==> config.mk <==
export PLATFORM = sky130hd
export DESIGN_NAME = pcie_glue_regs
export DESIGN_NICKNAME = d
export VERILOG_FILES = /design/src/rtl/glue_pkg.sv /design/src/rtl/glue_evt_status.sv /design/src/rtl/glue_cfg_regs.sv /design/src/rtl/pcie_glue_regs.sv
export SDC_FILE = /design/constraint.sdc
export NUM_CORES = 1
export LEC_CHECK = 0
export BUFFER_PORTS_ARGS = -buffer_cell sky130_fd_sc_hd__buf_2
export CORE_MARGIN = 3
export CORE_UTILIZATION = 43
export DETAILED_ROUTE_END_ITERATION = 10
export HOLD_SLACK_MARGIN = 0.15
export PLACE_DENSITY = 0.77
export SETUP_SLACK_MARGIN = 0.15
export SYNTH_ARGS = -nofsm -noshare
export SYNTH_HDL_FRONTEND = slang
export SYNTH_SLANG_ARGS = --single-unit
==> constraint.sdc <==
create_clock -name pclk -period 1.7 [get_ports pclk]
set_input_delay 0.17 -clock pclk [delete_from_list [all_inputs] [get_ports pclk]]
set_output_delay 0.17 -clock pclk [all_outputs]
set_load 0.05 [all_outputs]
==> src/rtl/glue_pkg.sv <==
package glue_pkg;
  localparam int DATA_W = 32;

  localparam logic [11:0] OFF_CFG    = 12'h004;
  localparam logic [11:0] OFF_APP    = 12'h008;
  localparam logic [11:0] OFF_INTEN  = 12'h028;
  localparam logic [11:0] OFF_INTSTS = 12'h02C;
  localparam logic [11:0] OFF_LINK   = 12'h0B0;
  localparam logic [11:0] OFF_PHYCTL = 12'h164;
  localparam logic [11:0] OFF_PHYSTS = 12'h168;
  localparam logic [11:0] OFF_PLLSTS = 12'h16C;
  localparam logic [11:0] OFF_PLLEN  = 12'h170;
  localparam logic [11:0] OFF_PLLDIV = 12'h178;
  localparam logic [11:0] OFF_PLLPST = 12'h17C;

  typedef struct packed {
    logic        dev_type;
    logic        rst_rel;
    logic        ltssm_en;
    logic        sram_byp;
    logic        pll_en;
    logic [3:0]  fout_en;
    logic [5:0]  ref_div;
    logic [11:0] fb_div;
    logic [2:0]  pdiv_a;
    logic [2:0]  pdiv_b;
  } glue_ctl_t;
endpackage

==> src/rtl/glue_evt_status.sv <==
module glue_evt_status #(
  parameter int W = 9
) (
  input  logic         clk,
  input  logic         rst_n,
  input  logic [W-1:0] evt_i,
  input  logic         clr_wr_i,
  input  logic [W-1:0] clr_mask_i,
  output logic [W-1:0] sts_o
);
  logic [W-1:0] evt_q;
  logic [W-1:0] sts_q;
  logic [W-1:0] sts_d;
  logic [W-1:0] rise;

  assign rise = evt_i & ~evt_q;

  genvar i;
  generate
    for (i = 0; i < W; i++) begin : g_bit
      always_comb begin
        sts_d[i] = sts_q[i];
        if (clr_wr_i && clr_mask_i[i]) sts_d[i] = 1'b0;
        if (rise[i])                   sts_d[i] = 1'b1;
      end

      AST_CLEAR_BY_ONE: assert property (@(posedge clk) disable iff (!rst_n)
        (clr_wr_i && clr_mask_i[i] && !(evt_i[i] && !evt_q[i])) |=> !sts_o[i]);
      AST_SET_WINS: assert property (@(posedge clk) disable iff (!rst_n)
        (evt_i[i] && !evt_q[i]) |=> sts_o[i]);
      AST_STICKY: assert property (@(posedge clk) disable iff (!rst_n)
        (!(clr_wr_i && clr_mask_i[i]) && !(evt_i[i] && !evt_q[i])) |=> $stable(sts_o[i]));
    end
  endgenerate

  always_ff @(posedge clk or negedge rst_n) begin
    if (!rst_n) begin
      evt_q <= '0;
      sts_q <= '0;
    end else begin
      evt_q <= evt_i;
      sts_q <= sts_d;
    end
  end

  assign sts_o = sts_q;
endmodule

==> src/rtl/glue_cfg_regs.sv <==
module glue_cfg_regs
  import glue_pkg::*;
#(
  parameter int ADDR_W = 12,
  parameter int EN_W   = 9
) (
  input  logic              clk,
  input  logic              rst_n,
  input  logic              wr_i,
  input  logic [ADDR_W-1:0] addr_i,
  input  logic [DATA_W-1:0] wdata_i,
  output glue_ctl_t         ctl_o,
  output logic [EN_W-1:0]   inten_o
);
  glue_ctl_t       ctl_q, ctl_d;
  logic [EN_W-1:0] inten_q, inten_d;

  logic hit_cfg, hit_app, hit_en, hit_phy, hit_pllen, hit_plldiv, hit_pllpst;
  assign hit_cfg    = wr_i && (addr_i == ADDR_W'(OFF_CFG));
  assign hit_app    = wr_i && (addr_i == ADDR_W'(OFF_APP));
  assign hit_en     = wr_i && (addr_i == ADDR_W'(OFF_INTEN));
  assign hit_phy    = wr_i && (addr_i == ADDR_W'(OFF_PHYCTL));
  assign hit_pllen  = wr_i && (addr_i == ADDR_W'(OFF_PLLEN));
  assign hit_plldiv = wr_i && (addr_i == ADDR_W'(OFF_PLLDIV));
  assign hit_pllpst = wr_i && (addr_i == ADDR_W'(OFF_PLLPST));

  logic wdata_unused;
  assign wdata_unused = ^{wdata_i[31:30], wdata_i[28:25], wdata_i[20:19]};

  always_comb begin
    ctl_d   = ctl_q;
    inten_d = inten_q;
    if (hit_cfg) begin
      ctl_d.dev_type = wdata_i[8];
      ctl_d.rst_rel  = wdata_i[0];
    end
    if (hit_app) ctl_d.ltssm_en = wdata_i[0];
    if (hit_en)  inten_d = wdata_i[EN_W-1:0];
    if (hit_phy) ctl_d.sram_byp = wdata_i[8];
    if (hit_pllen) begin
      ctl_d.pll_en  = wdata_i[29];
      ctl_d.fout_en = wdata_i[24:21];
    end
    if (hit_plldiv) begin
      ctl_d.ref_div = wdata_i[17:12];
      ctl_d.fb_div  = wdata_i[11:0];
    end
    if (hit_pllpst) begin
      ctl_d.pdiv_a = wdata_i[24:22];
      ctl_d.pdiv_b = wdata_i[18:16];
    end
  end

  always_ff @(posedge clk or negedge rst_n) begin
    if (!rst_n) begin
      ctl_q   <= '0;
      inten_q <= '0;
    end else begin
      ctl_q   <= ctl_d;
      inten_q <= inten_d;
    end
  end

  assign ctl_o   = ctl_q;
  assign inten_o = inten_q;

  AST_UNMAPPED_WRITE_IGNORED: assert property (@(posedge clk) disable iff (!rst_n)
    (wr_i && addr_i != ADDR_W'(OFF_CFG) && addr_i != ADDR_W'(OFF_APP)
     && addr_i != ADDR_W'(OFF_INTEN) && addr_i != ADDR_W'(OFF_PHYCTL)
     && addr_i != ADDR_W'(OFF_PLLEN) && addr_i != ADDR_W'(OFF_PLLDIV)
     && addr_i != ADDR_W'(OFF_PLLPST)) |=> ($stable(ctl_o) && $stable(inten_o)));
  AST_IDLE_HOLDS: assert property (@(posedge clk) disable iff (!rst_n)
    !wr_i |=> ($stable(ctl_o) && $stable(inten_o)));
endmodule

==> src/rtl/pcie_glue_regs.sv <==
module pcie_glue_regs
  import glue_pkg::*;
#(
  parameter int ADDR_W = 12,
  parameter int DMA_CH = 8
) (
  input  logic              pclk,
  input  logic              presetn,
  input  logic              psel,
  input  logic              penable,
  input  logic              pwrite,
  input  logic [ADDR_W-1:0] paddr,
  input  logic [31:0]       pwdata,
  output logic [31:0]       prdata,
  output logic              pready,
  output logic              pslverr,
  input  logic              msi_pend_i,
  input  logic [DMA_CH-1:0] dma_evt_i,
  input  logic              phy_link_i,
  input  logic              dl_link_i,
  input  logic              mpll_lock_i,
  input  logic              rpll_lock_i,
  output logic              core_rst_rel_o,
  output logic              dev_type_o,
  output logic              ltssm_en_o,
  output logic              sram_byp_o,
  output logic              rpll_en_o,
  output logic [3:0]        rpll_fout_en_o,
  output logic [5:0]        rpll_ref_div_o,
  output logic [11:0]       rpll_fb_div_o,
  output logic [2:0]        rpll_pdiv_a_o,
  output logic [2:0]        rpll_pdiv_b_o,
  output logic              link_up_o,
  output logic              irq_o
);
  localparam int IRQ_W = DMA_CH + 1;

  glue_ctl_t        ctl;
  logic [IRQ_W-1:0] inten;
  logic [IRQ_W-1:0] sts;
  logic             wr_acc;
  logic             sts_clr;

  assign wr_acc  = psel && penable && pwrite;
  assign sts_clr = wr_acc && (paddr == ADDR_W'(OFF_INTSTS));

  glue_cfg_regs #(.ADDR_W(ADDR_W), .EN_W(IRQ_W)) u_cfg (
    .clk     (pclk),
    .rst_n   (presetn),
    .wr_i    (wr_acc),
    .addr_i  (paddr),
    .wdata_i (pwdata),
    .ctl_o   (ctl),
    .inten_o (inten)
  );

  glue_evt_status #(.W(IRQ_W)) u_sts (
    .clk        (pclk),
    .rst_n      (presetn),
    .evt_i      ({msi_pend_i, dma_evt_i}),
    .clr_wr_i   (sts_clr),
    .clr_mask_i (pwdata[IRQ_W-1:0]),
    .sts_o      (sts)
  );

  always_comb begin
    prdata = '0;
    unique case (paddr)
      ADDR_W'(OFF_CFG):    begin prdata[8] = ctl.dev_type; prdata[0] = ctl.rst_rel; end
      ADDR_W'(OFF_APP):    prdata[0] = ctl.ltssm_en;
      ADDR_W'(OFF_INTEN):  prdata[IRQ_W-1:0] = inten;
      ADDR_W'(OFF_INTSTS): prdata[IRQ_W-1:0] = sts;
      ADDR_W'(OFF_LINK):   begin prdata[19] = phy_link_i; prdata[8] = dl_link_i; end
      ADDR_W'(OFF_PHYCTL): prdata[8] = ctl.sram_byp;
      ADDR_W'(OFF_PHYSTS): prdata[1] = mpll_lock_i;
      ADDR_W'(OFF_PLLSTS): prdata[0] = rpll_lock_i;
      ADDR_W'(OFF_PLLEN):  begin prdata[29] = ctl.pll_en; prdata[24:21] = ctl.fout_en; end
      ADDR_W'(OFF_PLLDIV): begin prdata[17:12] = ctl.ref_div; prdata[11:0] = ctl.fb_div; end
      ADDR_W'(OFF_PLLPST): begin prdata[24:22] = ctl.pdiv_a; prdata[18:16] = ctl.pdiv_b; end
      default:             prdata = '0;
    endcase
  end

  assign pready         = 1'b1;
  assign pslverr        = 1'b0;
  assign core_rst_rel_o = ctl.rst_rel;
  assign dev_type_o     = ctl.dev_type;
  assign ltssm_en_o     = ctl.ltssm_en;
  assign sram_byp_o     = ctl.sram_byp;
  assign rpll_en_o      = ctl.pll_en;
  assign rpll_fout_en_o = ctl.fout_en;
  assign rpll_ref_div_o = ctl.ref_div;
  assign rpll_fb_div_o  = ctl.fb_div;
  assign rpll_pdiv_a_o  = ctl.pdiv_a;
  assign rpll_pdiv_b_o  = ctl.pdiv_b;
  assign link_up_o      = phy_link_i & dl_link_i;
  assign irq_o          = |(sts & inten);

  AST_IRQ_NEEDS_ENABLED_STATUS: assert property (@(posedge pclk) disable iff (!presetn)
    irq_o |-> (|sts && |inten));
  AST_LINK_NEEDS_BOTH: assert property (@(posedge pclk) disable iff (!presetn)
    link_up_o |-> (phy_link_i && dl_link_i));
endmodule

==> run summary, run 1 <==
Detail Route Antenna Nets - 0
Fmax - 534 MHz
Gate Count Post-Synth - 237
Setup crit start kind - input pin
Die ar. - 7940 um^2
CP bufs+invs - 3
Largest net degree at the start of global routing - 23
Die Wd - 89.1 um
Clock root cell - clkbuf_8
CTS sink cnt - 60
Worst slew margin - 63.3%
Post-synth EDFFs - 0
CP peak stage delay - 560 ps
Final WS setup - -173 ps
Setup CP Type - in -> out
Row count - 29
Via count - 2858
Tot GR Track Use - 25.1%
Unrepaired setup endpoints after global routing - true
Antenna violations before repair - 0
Status - finished with violations
Filler instances - 368
Register area share after synthesis - 50.5%
Largest family of logic cells by synthesized area - multiplexers
Slew Viols, Final - 0
#FFs+latches synth - 60
Share of cells above drive strength 1 - 61.4%
Simple-Gate Fraction of Synth Area - 16.0%
Area grow syn2layout - 77.4%
Slowest cell on crit path - or4b_4
YS warnings - 0
Most frequent CP cell - buf_6
Met1 wire length - 3760 um
Drt total wl - 9990 um
CP required - 1530 ps
Highest-count cells in the layout ignoring fill and taps - 81 x buf_2, 60 x dfrtp_1, 36 x buf_4
Finished Layout Cells - 528
Max FO, Critical Path - 8
Top cell type by total area after synthesis - dfrtp_1
Die height - 89.1 um
Final net count - 508
Final HPWL DP - 6060 um
Top sig layer - met4
Compound-Gate Fraction of Synth Area - 9.39%
Drt first pass iters - 4
Ys async rst share - 100%
Max IR drop VDD - 0.572 mV
DR vias/cell - 5.41
HP Class - in -> reg
Worst slack at placement - -295 ps
Commonest non-fill, non-tap cell in the layout - buf_2
XOR/XNOR share of the synthesized area - 0%
Num ports - 131
Post-Synth Adder-Cell Area - 0%
Placed Cells incl. Taps - 459
CTS Buf Count - 9
Power density cells - 652 nW/um^2
Hold Vio Cnt, Final - 0
Met3 WL post-DR - 640 um
Setup-failing EPs final - 33
Post-synthesis mux area share - 17.7%
Iter 0 DRT Violations - 138
Core area - 6530 um^2
Fin crit share - 110%
Setup Total Neg Slack - -2580 ps
Port buffer count - 113
Vias in the first global route - 3053
Mapped Area - 2970 um^2
Htree depth - 3
Top FF cell, synth - dfrtp_1
Routed wl met2 - 5490 um
Worst Path Arrival - 1700 ps
Initial Utilization - 45.5%
Skew final - 2.03 ps
GP Congestion - 0.887
Top cell type's share of synthesized area - 50.5%
Mean Syn Cell Area - 12.5 um^2
Pleak - 2.64 nW
GR Overflow Total - 0
Util after Layout - 80.7%
CP endpoint kind - output pin
CTS tree - built
Leading post-synthesis cells by cell area - dfrtp_1 51%, mux2_2 13%, mux2_4 4.5%, a221o_1 3.0%, and2_1 2.5%
First-pass GRT wire length - 15000 um
N_diodes - 0
Crit path time final - 1870 ps
Violations in the final reports - negative setup slack
Tightest Pin Transition - 550 ps
Max-cap violations - 0
Post-synth cell types - 43
Clock Latency Late Sink - 330 ps
Residual DRC - 0
Clk slew on worst S/H paths - 70 ps
CTS max path bufs - 2
Top delay family on crit path - simple AND/OR/NAND/NOR gates
CP Cell Sequence - buf_2, or4b_4, and4bb_2, buf_6, nand2_2, nand4b_1, buf_6
Drt wl/cell - 18.9 um
## flip-flops by register name, summed over array words and instances (netlist names)
name / flops
u_sts.evt_q: 9
u_sts.sts_o: 9
u_cfg.ctl_o: 33
u_cfg.inten_o: 9
## report_power, final
| group | switching, mW | internal, mW | total [mW] |
|---|---|---|---|
| clock | 0.563 | 1.05 | 1.62 |
| sequential | 0.00432 | 1.44 | 1.44 |
| combinational | 0.199 | 0.181 | 0.380 |
| total | 0.766 | 2.67 | 3.44 |
## synth_stat cells (2+ instances only)
cell type and number:
dfrtp_1 60, mux2_2 33, inv_1 16, and2_1 12
a221o_1 9, buf_4 9, mux2_4 9, nor2b_1 9
nand2_1 8, a222oi_1 7, a22o_1 6, nor2_1 6
nor3_1 6, nor4_1 5, nand3_1 3, nor4_4 3
a21o_1 2, a22oi_1 2, a31oi_1 2, buf_6 2
clkbuf_1 2, conb_1 2, mux2i_1 2, nand4b_1 2
or2_2 2
## layout make-up
cell class | count | area [um^2] | share of cell area [%]
Multi-Input combinational cell | 154 | 1600 | 30.3
Clock buffer | 12 | 155 | 2.94
Sequential cell | 60 | 1500 | 28.5
Timing Repair Buffer | 205 | 1770 | 33.5
Clock inverter | 4 | 95.1 | 1.80
Tap cell | 77 | 96.3 | 1.83
Inverter | 16 | 60.1 | 1.14
## through the flow
stage | power, mW | cell area (um^2) | hold WS (ps)
CTS | 3.43 | 5060 | 328
detailed placement | 1.74 | 4030 | 174
floorplan | 1.59 | 3150 | -126
global placement | 1.73 | 4030 | 168
global route | 3.57 | 5270 | 339
finish | 3.44 | 5270 | 340
## kinds of logic (layout without fill, tap and decap cells)
| logic type | Yosys count | in the layout |
|---|---|---|
| other | 2 | 9 |
| DFF | 60 | 60 |
| and+or+nand+nor | 69 | 70 |
| AOI/OAI and AO/OA | 31 | 31 |
| muxes | 44 | 44 |
| buffers and inverters | 31 | 237 |
## worst reg2reg max path: stages (launching register included)
cell and delay [ps]:
dfrtp_1 420, buf_4 150, a221o_1 310
## routing by layer
metal	vias to the layer above	GRT usage, %
met4	0	5.82
li1	1287	-
met2	131	46.1
met1	1430	28.6
met5	-	0
met3	10	7.28
## what timing repair did
action / 4_1_cts / 5_1_grt
hold buffers: 34 / 0
endpoints found under the hold margin: 75 / 0
gates resized for setup: 100 / 21
pin swaps: 19 / 20
setup endpoints to repair: 61 / 68
gates cloned: 1 / 3
setup buffers: 9 / 6
## path summary, 6_finish.rpt
| check | startpoint | slack, ps | cells after the start | end |
|---|---|---|---|---|
| worst max-delay path | paddr[0] | -170 | 7 | prdata[0] |
| worst min-delay path | psel | 340 | 4 | u_sts.sts_o[0] |
| worst max register to register | u_sts.sts_o[3] | 700 | 2 | u_sts.sts_o[3] |
| worst min register to register | u_cfg.ctl_o[19] | 540 | 1 | u_cfg.ctl_o[19] |
| max in group asynchronous | presetn | 820 | 3 | u_cfg.ctl_o[11] |
| min in group asynchronous | presetn | 370 | 2 | u_sts.evt_q[3] |
Power figures use the tool's default switching activity.
==> run 2, diff against run 1 <==
- BUFFER_PORTS_ARGS: -buffer_cell sky130_fd_sc_hd__buf_2 -> default
- CORE_UTILIZATION: 43 -> 57
- DONT_BUFFER_PORTS: default -> 1
- GPL_TIMING_DRIVEN: default -> 0
- PLACE_DENSITY: 0.77 -> 0.75
- SYNTH_HIERARCHICAL: default -> 1
==> run summary, run 2 <==
Status - finished with violations
Violations in the final reports - negative hold slack, negative setup slack
Hold Vio Cnt, Final - 60 (+60)
Die ar. - 6390 um^2 (-20%)
Final WS setup - -315 ps (-143 ps)
Worst slew margin - 40.6% (-23 points)
Tightest Pin Transition - 888 ps (+338 ps)
CP peak stage delay - 530 ps (-30 ps)
Slowest cell on crit path - or4_4
#FFs+latches synth - 60 (unchanged)
CP Cell Sequence - or4_4, or3_4, buf_12, nor3b_4, buf_12, and2_4
N_diodes - 0 (unchanged)
Comb pwr share - 8.2% (-2.9 points)
Top FF cell, synth - dfrtp_1
Unrepaired setup endpoints after global routing - true
CP required - 1530 ps (about the same)
P_sw - 0.641 mW (-16%)
Final net count - 393 (-23%)
Detail Route Antenna Nets - 0 (unchanged)
Port buffer count - 0 (-100%)
Setup-failing EPs final - 34 (+3.0%)
Worst Path Arrival - 1850 ps (+150 ps)
Filler instances - 291 (-21%)
Mapped Area - 3110 um^2 (+4.8%)
Top delay family on crit path - simple AND/OR/NAND/NOR gates
Setup CP Type - in -> out
Skew final - 5.37 ps (+3.34 ps)
Max FO, Critical Path - 9 (+1)
Ys async rst share - 100% (unchanged)
Max IR drop VDD - 0.531 mV (-7.2%)
Slew Viols, Final - 0 (unchanged)
Area grow syn2layout - 41.9%
GP Congestion - 0.836 (-5.7%)
Top cell type by total area after synthesis - dfrtp_1
Mean Syn Cell Area - 12.2 um^2 (-2.6%)
Max FFs per register - 33 (unchanged)
Top cell type's share of synthesized area - 48.2% (-2.3 points)
Vias in the first global route - 2517 (-18%)
Htree depth - 3 (unchanged)
CTS tree - built
Initial Utilization - 59.8% (+14 points)
Clock power frac - 41.9% (-5.1 points)
Core area - 5200 um^2 (-20%)
Drt wl/cell - 21.1 um (+12%)
Share of cells above drive strength 1 - 47.8% (-14 points)
Min Hold Slack - -473 ps (-812 ps)
Clock root cell - clkbuf_8
Most frequent CP cell - buf_12
Iter 0 DRT Violations - 123 (-11%)
Fmax - 496 MHz (-7.1%)
Leading post-synthesis cells by cell area - dfrtp_1 48%, mux2_2 8.3%, mux2_4 4.3%, a22o_1 3.7%, mux2_1 3.6%
Highest-count cells in the layout ignoring fill and taps - 48 x dfrtp_1, 36 x mux2_4, 35 x dlygate4sd3_1
First-pass GRT wire length - 13400 um (-10%)
Gate Count Post-Synth - 255 (+7.6%)
Tot GR Track Use - 28.1% (+3.0 points)
Clk slew on worst S/H paths - 60 ps (about the same)
CTS sink cnt - 60 (unchanged)
Clock Latency Late Sink - 330 ps (about the same)
Seq pwr share - 49.9% (+7.9 points)
Pleak - 1.98 nW (-25%)
Most common cell in the netlist - dfrtp_1
Worst slack at placement - -637 ps (-342 ps)
Post-synth EDFFs - 0 (unchanged)
Internal - 2.26 mW (-15%)
Die height - 79.9 um (-10%)
Num ports - 131 (unchanged)
CTS Buf Count - 9 (unchanged)
Hold_buf cts - 35 (+2.9%)
Setup crit start kind - input pin
Residual DRC - 0 (unchanged)
CP bufs+invs - 2 (-1)
Max-cap violations - 0 (unchanged)
Util after Layout - 84.9% (+4.2 points)
Drt total wl - 8550 um (-14%)
Fin crit share - 119% (+8.4 points)
CTS max path bufs - 2 (unchanged)
Final HPWL DP - 5230 um (-14%)
Commonest non-fill, non-tap cell in the layout - dfrtp_1
Crit path time final - 2020 ps (+143 ps)
Commonest cells in the netlist - 60 x dfrtp_1, 23 x mux2_2, 13 x a22o_1
YS warnings - 6 (+6)
Register area share after synthesis - 48.2% (-2.3 points)
Row count - 26 (-10%)
HP Class - in -> async
DR vias/cell - 5.98 (+10%)
Via count - 2422 (-15%)
Antenna violations before repair - 0 (unchanged)
CP endpoint kind - output pin
Power density cells - 656 nW/um^2 (+0.59%)
GR Overflow Total - 0 (unchanged)
Drt first pass iters - 4 (unchanged)
Sw Share - 22.1% (-0.17 points)
Die Wd - 79.9 um (-10%)
Post-synth cell types - 49 (+14%)
Largest net degree at the start of global routing - 61 (+170%)
## run 2: changes by cell type after synthesis, moves of 5 or more
cell / previous run / this run
a221o_1: 9 / 0
a222oi_1: 7 / 1
a22o_1: 6 / 13
a22oi_1: 2 / 7
mux2_1: 0 / 10
mux2_2: 33 / 23
nand3_1: 3 / 9
nor2_1: 6 / 12
nor2b_1: 9 / 1
o21a_1: 0 / 7
## run 2: repair_timing
item / in CTS / in global routing
gates resized for setup: 64 / 14
setup buffers: 16 / 4
cloned: 3 / 0
pin swaps: 21 / 17
setup endpoints to repair: 68 / 67
hold endpoints to repair: 120 / 60
## run 2: kinds of logic after synthesis
group,share of synthesized area [%]
AND/OR/NAND/NOR,17.8
flip-flops,48.2
multiplexers,17.2
AO/OA/AOI/OAI,10.1
buffers and inverters,6.39
other,0.241
## run 2: final cells by class
cell class	count	area (um^2)	area share (%)
Buffer	19	179	4.05
Clock buffer	13	149	3.37
Clock inverter	2	35.0	0.793
Inverter	12	45.0	1.02
Multi-Input combinational cell	171	1770	40.1
Sequential cell	60	1520	34.3
Tap cell	70	87.6	1.98
Timing Repair Buffer	58	634	14.4
## run 2: per-stage QoR
stage	TNS (ps)	hold slack, ps	instances	total power, mW	instance area [um^2]
6_report	-7400	-473	405	2.90	4420
5_1_grt	-8720	-502	405	3.01	4420
4_1_cts	-6150	-487	401	2.92	4350
3_5_place_dp	-29130	-124	332	1.61	3380
3_3_place_gp	-28540	-124	332	1.61	3380
2_1_floorplan	-11430	-126	262	1.60	3290
## run 2: metal layers
metal | vias to the layer above | global-route usage, % | share of wire, %
met5 | - | 0 | 0
met4 | 0 | 12.0 | 2.6
met3 | 20 | 8.69 | 7.9
met2 | 124 | 45.9 | 51
met1 | 1204 | 34.2 | 39
li1 | 1074 | - | -
## run 2: worst paths after layout
path,slack [ps],from,cells past startpoint,endpoint
worst min register to register,540,u_cfg/inten_o[0],1,u_cfg/inten_o[0]
max in group asynchronous,2080,presetn,0,u_cfg/ctl_o[29]
min in group pclk,170,paddr[10],3,u_cfg/ctl_o[29]
worst max-delay path,-320,paddr[0],6,prdata[15]
worst min-delay path,-470,presetn,0,u_sts/evt_q[4]
worst max register to register,640,u_cfg/ctl_o[23],1,u_cfg/ctl_o[23]
## run 2: power by group through the flow
stage	sequential [mW]	combinational [mW]	clock [mW]
final	1.45	0.237	1.22
after floorplan	1.47	0.127	0
after detailed placement	1.47	0.140	0
after CTS	1.45	0.230	1.24
after global placement	1.47	0.138	0
after global routing	1.45	0.250	1.32
